## src/rtl/pcw_pkg.sv

```systemverilog
package pcw_pkg;
  typedef struct packed {
    logic loadEnable;
    logic loadStop;
    logic clearStatus;
  } ctrlStrobes_t;
endpackage

```

## src/rtl/pcw_ctrl.sv

```systemverilog
module pcw_ctrl
  import pcw_pkg::*;
(
  input  logic         wrEn,
  input  logic         wrSel,
  input  logic         clrStatus,
  output ctrlStrobes_t strobes
);
  always_comb begin
    strobes.loadEnable  = wrEn && !wrSel;
    strobes.loadStop    = wrEn && wrSel;
    strobes.clearStatus = clrStatus;
  end
endmodule

```

## src/rtl/pcw_datapath.sv

```systemverilog
module pcw_datapath
  import pcw_pkg::*;
#(
  parameter int PINS        = 4,
  parameter int SYNC_STAGES = 2
) (
  input  logic            clk,
  input  logic            rstN,
  input  ctrlStrobes_t    strobes,
  input  logic [PINS-1:0] watchPins,
  input  logic [PINS-1:0] plainPins,
  input  logic [PINS-1:0] wrData,
  input  logic            holdEnable,
  input  logic            intEnable,
  output logic [PINS-1:0] syncPins,
  output logic [PINS-1:0] prevPins,
  output logic [PINS-1:0] status,
  output logic [PINS-1:0] enMask,
  output logic [PINS-1:0] stopMask,
  output logic [PINS-1:0] plainLevel,
  output logic            holdReq,
  output logic            intReq,
  output logic            stopWake
);
  localparam int LAST = SYNC_STAGES - 1;

  logic [PINS-1:0] changeVec;
  logic [PINS-1:0] fallVec;

  // One synchronizer chain per pin. Reset loads the current raw level,
  // so a pin held steady through reset records no change.
  for (genvar i = 0; i < PINS; i++) begin : g_pin
    logic [LAST:0] watchChain;
    logic [LAST:0] plainChain;
    always_ff @(posedge clk) begin
      if (!rstN) begin
        watchChain <= {SYNC_STAGES{watchPins[i]}};
        plainChain <= {SYNC_STAGES{plainPins[i]}};
      end else begin
        watchChain <= {watchChain[LAST-1:0], watchPins[i]};
        plainChain <= {plainChain[LAST-1:0], plainPins[i]};
      end
    end
    assign syncPins[i]   = watchChain[LAST];
    assign plainLevel[i] = plainChain[LAST];
  end

  assign changeVec = syncPins ^ prevPins;
  assign fallVec   = prevPins & ~syncPins;

  always_ff @(posedge clk) begin
    if (!rstN) begin
      prevPins <= syncPins;
      status   <= '0;
      enMask   <= '0;
      stopMask <= '0;
      stopWake <= 1'b0;
    end else begin
      prevPins <= syncPins;
      // A new change takes priority over a clear in the same cycle.
      status   <= (strobes.clearStatus ? '0 : status) | changeVec;
      if (strobes.loadEnable) enMask   <= wrData;
      if (strobes.loadStop)   stopMask <= wrData;
      stopWake <= |(fallVec & stopMask);
    end
  end

  assign holdReq = holdEnable && |(status & enMask);
  assign intReq  = intEnable  && |(status & enMask);
endmodule

```

## src/rtl/pin_change_wake.sv

```systemverilog
module pin_change_wake
  import pcw_pkg::*;
#(
  parameter int PINS        = 4,
  parameter int SYNC_STAGES = 2
) (
  input  logic            clk,
  input  logic            rstN,
  input  logic [PINS-1:0] watchPins,
  input  logic [PINS-1:0] plainPins,
  input  logic            wrEn,
  input  logic            wrSel,
  input  logic [PINS-1:0] wrData,
  input  logic            clrStatus,
  input  logic            holdEnable,
  input  logic            intEnable,
  output logic [PINS-1:0] statusOut,
  output logic [PINS-1:0] plainLevel,
  output logic            holdReq,
  output logic            intReq,
  output logic            stopWake
);
  ctrlStrobes_t    strobes;
  logic [PINS-1:0] syncPins;
  logic [PINS-1:0] prevPins;
  logic [PINS-1:0] enMask;
  logic [PINS-1:0] stopMask;

  pcw_ctrl u_ctrl (
    .wrEn      (wrEn),
    .wrSel     (wrSel),
    .clrStatus (clrStatus),
    .strobes   (strobes)
  );

  pcw_datapath #(.PINS(PINS), .SYNC_STAGES(SYNC_STAGES)) u_dp (
    .clk        (clk),
    .rstN       (rstN),
    .strobes    (strobes),
    .watchPins  (watchPins),
    .plainPins  (plainPins),
    .wrData     (wrData),
    .holdEnable (holdEnable),
    .intEnable  (intEnable),
    .syncPins   (syncPins),
    .prevPins   (prevPins),
    .status     (statusOut),
    .enMask     (enMask),
    .stopMask   (stopMask),
    .plainLevel (plainLevel),
    .holdReq    (holdReq),
    .intReq     (intReq),
    .stopWake   (stopWake)
  );
endmodule

```

## config.mk

```make
export PLATFORM = sky130hd
export DESIGN_NAME = pin_change_wake
export DESIGN_NICKNAME = d
export VERILOG_FILES = /design/src/rtl/pcw_pkg.sv /design/src/rtl/pcw_ctrl.sv /design/src/rtl/pcw_datapath.sv /design/src/rtl/pin_change_wake.sv
export SDC_FILE = /design/constraint.sdc
export NUM_CORES = 1
export LEC_CHECK = 0
export ABC_AREA = 0
export BUFFER_PORTS_ARGS = -buffer_cell sky130_fd_sc_hd__buf_2
export CORE_UTILIZATION = 45
export DETAILED_ROUTE_END_ITERATION = 7
export PLACE_DENSITY = 0.7
export SYNTH_ARGS = -nofsm -noshare
export SYNTH_HDL_FRONTEND = slang
export SYNTH_SLANG_ARGS = --single-unit
```

## constraint.sdc

```tcl
create_clock -name clk -period 1.15 [get_ports clk]
set_input_delay 0.0575 -clock clk [delete_from_list [all_inputs] [get_ports clk]]
set_output_delay 0.0575 -clock clk [all_outputs]
set_load 0.05 [all_outputs]
```

==> summary.txt, run 1 <==
Run status
  – Status: finished, violations left
  – Failing checks: setup timing

Global routing
  – First-pass GRT wire length: ~3000 um
  – Initial antenna violation count: 0
  – Number of global-route vias before repair: roughly 750
  – Largest net degree at the start of global routing: 22
  – Global route overflow: 0
  – Gr usage total: 16.2%

STA
  – Slew Limit Fails: 0
  – Final Hold Violating Endpoints: 0
  – Final Critical Period: ~1300 ps
  – RSZ-0062 raised after global routing: true
  – Endpoints failing setup: 2
  – Max Clock Freq: roughly 800 MHz
  – Setup TNS: -201 ps
  – Worst slew pin tran: between 300 and 400 ps
  – Post-route setup slack: -101 ps
  – Layout Skew: 8.45 ps
  – Rel. slew slack: about three quarters
  – Period utilization: 109%

Cells and area
  – Area Growth Syn to Fin: 32.1%
  – Commonest non-fill, non-tap cell in the layout: dfxtp_1
  – Cell area after layout: around 0.0015 mm^2
  – Layout Nets: 156
  – Ant. Diodes: 0
  – Layout cells sized above 1: around 43%
  – Most frequent cells in the layout: dfxtp_1 (27), buf_2 (26), a21boi_0 (9), mux2_2 (8), dlygate4sd3_1 (8)

CTS
  – Worst skew pair latency: between 300 and 400 ps
  – Clock transition at path regs: around 90 ps
  – CTS buffer count: 5
  – Clock Sinks: 33
  – Root Buffer: clkbuf_4
  – H-Tree Depth: 2
  – CTS tree: done
  – Max Root-Sink Buffers: 2

Setup path
  – Critical-path top delay cell: dfxtp_2
  – Critical path data required time: 1090 ps
  – Arrival time at the worst endpoint: roughly 1200 ps
  – Setup crit end kind: primary output
  – Crit-path cells: a22oi_2, nand2_1, and2_4, buf_8
  – CP max stage delay: roughly 330 ps
  – Crit path kind: reg2out
  – Worst Path Max Fanout: 2
  – CP Launch Type: flip-flop

Placement
  – HPWL after detailed placement: 1200 um
  – Routability Congestion: 0.668
  – Number of port buffers: 29
  – Dpl ws: 103 ps
  – Post-DP Area: between 0.001 and 0.0015 mm^2

Yosys
  – Mapped Area: around 0.0011 mm^2
  – Yosys reg bits: 33
  – Synth unique cells: 17
  – Post-synth top area cell: dfxtp_1
  – Net Count, Synth: ~120
  – Synth area leaders: dfxtp_1 (59%), mux2_2 (8.1%), a21boi_0 (6.0%), ha_1 (4.5%), mux2i_1 (3.6%)
  – Sequential area share after synthesis: between 50 and 60%
  – Syn_area_per_cell: roughly 12 um^2
  – Yosys top cell area share: 59.1%
  – Synth warn: 0
  – Cells after synthesis: 94

Power and ir drop
  – Pleak: around 0.66 nW
  – Total chip power: approximately 0.0025 W
  – Worst IR Drop VDD: around 1.1 mV
  – Power Dens Cells: roughly 1700 mW/mm^2

Die
  – Full die area: around 0.0027 mm^2
  – Initial Utilization: between 40% and 50%
  – Die H: between 50 and 60 um
  – I/O pin count: 30
  – Die W: a little over 50 um
  – Placement row count: 17
  – Core area: 0.00228 mm^2

Route
  – WL/cell: around 11 um
  – Initial DRC count: 3
  – Routed vias: approximately 770
  – Routed vias/inst: 4.74
  – ANT nets after route: 0
  – Pre-antenna DRT Iters: 3
  – DRC: 0
  – Routed WL: roughly 1800 um

Worst hold path
  – Worst Hold Class: in2reg

Run
  – Max_cap viols: 0
## through the flow
| step | hold WS [ps] | util (%) | cells |
|---|---|---|---|
| 2_1_floorplan | 85.2 | - | 94 |
| 3_3_place_gp | 172 | 55.1 | 144 |
| 3_5_place_dp | 174 | 55.1 | 144 |
| 4_1_cts | 1.04 | 64.2 | 161 |
| 5_1_grt | 2.17 | 64.9 | 162 |
| 6_report | 12.5 | 64.9 | 162 |
## area by class of cell
type | instances | area, um^2
fill | 177 | 800
sequential | 33 | 668
multi-input combinational | 50 | 407
timing repair buffer | 39 | 267
clock buffer | 7 | 55.1
tap | 28 | 35.0
clock inverter | 1 | 30.0
inverter | 4 | 15.0
## report_power, final
part	internal, W	total, W	switching [W]
combinational	0.000148	0.000350	0.000201
clock	0.000519	0.000867	0.000348
sequential	0.00123	0.00126	0.0000345
total	0.00189	0.00248	0.000584
## flip-flops by register name (all words and copies together) (netlist names)
signal and flops:
u_dp.g_pin.plainChain 8, u_dp.g_pin.watchChain 8, u_dp.enMask 4, u_dp.prevPins 4, u_dp.status 4, u_dp.stopMask 4
u_dp.stopWake 1
## per-layer routing
layer / vias to the layer above / track usage (%) / share of wire [%] / wire [um]
li1: 392 / - / - / -
met4: 0 / 12.2 / 2.2 / 39
met1: 360 / 18.3 / 45 / 796
met2: 11 / 25.0 / 50 / 878
met5: - / 0 / 0 / 0
met3: 5 / 5.26 / 2.9 / 52
## cells in the mapped netlist (all sizes together)
cell and count:
inv 4, mux2 8, buf 6, nand3 4
nor2b 5, nand2 6, a22oi 4, and2 2
clkbuf 1, mux2i 4, a21boi 9, dfxtp 33
nand2b 4, ha 4
## kinds of logic after synthesis
kind of cell | count (synthesis) | share of synthesized area [%]
mux | 12 | 11.6
compound gates | 13 | 8.73
buf+inv | 11 | 5.82
simple gates | 21 | 10.2
fa+ha+maj | 4 | 4.48
flops | 33 | 59.1
## critical path: cells and delay by family, from the launching register on
kind / cells / cell delay [ps]
buffers and inverters: 1 / 140
flip-flops: 1 / 330
AND/OR/NAND/NOR: 2 / 230
AO/OA/AOI/OAI: 1 / 180
## path summary, 6_finish.rpt
check | from | endpoint | slack, ps | cells after the start
worst min register to register | u_dp.g_pin[1].watchChain[1] | u_dp.prevPins[1] | 360 | 0
worst max-delay path | u_dp.enMask[3] | intReq | -100 | 4
worst max register to register | u_dp.g_pin[3].watchChain[1] | u_dp.stopWake | 190 | 4
worst min-delay path | wrData[0] | u_dp.stopMask[0] | 10 | 3
## what timing repair did
action,4_1_cts,5_1_grt
pin swaps,4,2
gates resized for setup,11,4
setup endpoints to repair,2,2
setup buffers,1,1
endpoints found under the hold margin,16,0
hold buffers,8,0
Note: power is estimated with default switching activity, not from simulation.
==> inputs of run 2 (changes only) <==
--- a/config.mk
+++ b/config.mk
@@ -9,7 +9,7 @@
 export BUFFER_PORTS_ARGS = -buffer_cell sky130_fd_sc_hd__buf_2
 export CORE_UTILIZATION = 45
 export DETAILED_ROUTE_END_ITERATION = 7
-export PLACE_DENSITY = 0.7
+export PLACE_DENSITY = 0.73
 export SYNTH_ARGS = -nofsm -noshare
 export SYNTH_HDL_FRONTEND = slang
 export SYNTH_SLANG_ARGS = --single-unit
==> constraint.sdc (replaced) <==
create_clock -name clk -period 1.1 [get_ports clk]
set_input_delay 0.055 -clock clk [delete_from_list [all_inputs] [get_ports clk]]
set_output_delay 0.055 -clock clk [all_outputs]
set_load 0.05 [all_outputs]
==> run 2 against run 1 <==
Effect of this change: the run still ends with setup timing left; critical path depth stayed put; hold slack worse by 3.9 ps; count of clock-buffer cells in the layout stayed put; sequential power is 5% higher; first-iteration DRC count grew to 4.3 times the previous value; cell area is 1.0% lower; clock power is 13% lower; routed wire length is 3.6% higher; flip-flop and latch count stayed put; die area stayed put; clock skew is 2.9 ps lower; critical path type unchanged.
==> summary.txt, run 2 (synthesis gave the netlist of run 1 again) <==
Placement
  – Post-DP Area: 0.00126 mm^2 (+0.60%)
  – Number of port buffers: 29 (unchanged)
  – Placed instance count: 145 (+0.69%)
  – Routability Congestion: 0.720 (+7.8%)
  – HPWL after detailed placement: 1270 um (+5.9%)

CTS
  – Clock transition at path regs: 90 ps (about the same)
  – H-Tree Depth: 2 (unchanged)
  – Root Buffer: clkbuf_4
  – Max Root-Sink Buffers: 2 (unchanged)
  – CTS buffer count: 5 (unchanged)
  – CTS tree: done
  – Clock Sinks: 33 (unchanged)
  – Worst skew pair latency: 320 ps (about the same)

STA
  – Max Clock Freq: between 700 and 800 MHz
  – Post-route setup slack: -200 ps (-98.6 ps)
  – Setup TNS: -400 ps (-199 ps)
  – RSZ-0062 raised after global routing: true
  – Worst slew pin tran: 263 ps (-84.7 ps)
  – Final Hold Violating Endpoints: 0 (unchanged)
  – Final Critical Period: 1300 ps
  – Slew Limit Fails: 0 (unchanged)
  – Layout Skew: 5.54 ps (-2.92 ps)
  – Fin Hold WS: 8.63 ps (-3.88 ps)
  – Endpoints failing setup: 2 (unchanged)
  – Period utilization: 118%
  – Rel. slew slack: 82.4% (+5.6 points)

Setup path
  – CP max stage delay: 340 ps (about the same)
  – Crit path max-delay family: flip-flops
  – Crit path kind: reg2out
  – CP Buf/Inv Count: 1 (unchanged)
  – Setup crit end kind: primary output
  – Reg2reg path depth: 4 (unchanged)
  – Crit. path cell count: 4 (unchanged)
  – Crit-path cells: a22oi_2, nand2_1, and2_4, buf_8
  – Arrival time at the worst endpoint: 1240 ps (+50 ps)
  – Critical path data required time: 1040 ps (-50 ps)
  – CP Launch Type: flip-flop
  – Worst Path Max Fanout: 2 (unchanged)
  – Critical-path top delay cell: dfxtp_2

Run status
  – Failing checks: setup timing
  – Status: finished, violations left

Power and ir drop
  – Comb pwr share: 14.7% (+0.6 points)
  – Power Dens Cells: 1660 mW/mm^2 (-1.2%)
  – Sequential power share: 54.4% (+3.5 points)
  – Internal power: 0.00180 W (-5.0%)
  – Part of the power in the clock network: 31.0% (-4.0 points)
  – Worst IR Drop VDD: 1.16 mV (+3.9%)
  – Pleak: 0.653 nW (-0.51%)
  – Sw Share: 25.7% (+2.2 points)
  – Sw Pwr: 0.000624 W (+6.8%)
  – Total chip power: 0.00242 W (-2.2%)

Cells and area
  – Fillers: 186 (+5.1%)
  – Non-Filler Instances: 163 (+0.62%)
  – Most frequent cells in the layout: dfxtp_1 (28), buf_2 (27), dlygate4sd3_1 (10), a21boi_0 (9), mux2_2 (8)
  – Layout cells sized above 1: 40.7% (-1.8 points)
  – Ant. Diodes: 0 (unchanged)
  – Biggest regs: u_dp.g_pin.plainChain: 8 flops, u_dp.g_pin.watchChain: 8 flops
  – Cell area after layout: 0.00146 mm^2 (-1.0%)
  – Commonest non-fill, non-tap cell in the layout: dfxtp_1
  – Layout Nets: 157 (+0.64%)
  – Area Growth Syn to Fin: 30.8%

Die
  – Die H: 51.8 um (unchanged)
  – Initial Utilization: 49.1% (unchanged)
  – Die W: 51.8 um (unchanged)
  – I/O pin count: 30 (unchanged)
  – Full die area: 0.00269 mm^2 (unchanged)
  – Placement row count: 17 (unchanged)
  – Core area: 0.00228 mm^2 (unchanged)

Worst hold path
  – Worst Hold Class: in2reg
  – Hold Path Stages: 3 (unchanged)

Route
  – Routed vias: 749 (-2.5%)
  – Initial DRC count: 13 (+10)
  – Routed vias/inst: 4.60 (-3.1%)
  – ANT nets after route: 0 (unchanged)
  – WL/cell: 11.2 um (+3.0%)
  – DRC: 0 (unchanged)
  – Routed WL: 1830 um (+3.6%)
  – Pre-antenna DRT Iters: 4 (+1)

Global routing
  – First-pass GRT wire length: 3200 um (+6.2%)
  – Gr usage total: 17.1% (+0.95 points)
  – Number of global-route vias before repair: 761 (+2.1%)
  – Largest net degree at the start of global routing: 14 (-36%)
  – Global route overflow: 0 (unchanged)
  – Initial antenna violation count: 0 (unchanged)

Run
  – Max_cap viols: 0 (unchanged)
## run 2: path summary, 6_finish.rpt
path / from / to / slack [ps]
min reg2reg: u_dp.g_pin[2].watchChain[1] / u_dp.prevPins[2] / 360
min: wrData[2] / u_dp.enMask[2] / 9
max reg2reg: u_dp.g_pin[0].watchChain[1] / u_dp.stopWake / 130
max: u_dp.enMask[1] / intReq / -200
## run 2: layout make-up
type	instances	area [um^2]	share of cell area (%)
Timing Repair Buffer	40	273	18.7
Clock inverter	1	5.00	0.342
Sequential cell	33	667	45.6
Clock buffer	7	65.1	4.45
Multi-Input combinational cell	50	402	27.5
Inverter	4	15.0	1.03
Tap cell	28	35.0	2.40
## run 2: per-stage QoR
stage,setup WS (ps),utilization (%)
after floorplan,57.1,-
after global placement,60.3,55.5
after detailed placement,0.320,55.5
after CTS,-213,64.2
after global routing,-273,64.2
final,-200,64.2
## run 2: what timing repair did
action	CTS	global route
endpoints found under the hold margin	18	0
endpoints found under the setup margin	2	2
setup buffers	0	0
gates cloned	0	0
gates resized for setup	10	0
pin swaps	4	0
hold buffers	10	0
## run 2: worst min-delay path: cells and delay by family
family	cells	cell delay [ps]
buffers and inverters	1	90
and+or+nand+nor	1	90
muxes	1	60
## run 2: layer usage
metal	wire length (um)	vias to the layer above	global-route usage, %
met1	852	334	19.3
li1	-	392	-
met5	0	-	0
met3	83	4	5.26
met4	34	0	10.8
met2	860	19	27.8
## run 2: power groups by stage
stage               registers [W]  clock network, W  logic, W
finish                    0.00132          0.000750  0.000355
global placement          0.00134                 0  0.000313
floorplan                 0.00140                 0  0.000176
global route              0.00133          0.000808  0.000388
detailed placement        0.00134                 0  0.000318
CTS                       0.00132          0.000767  0.000359
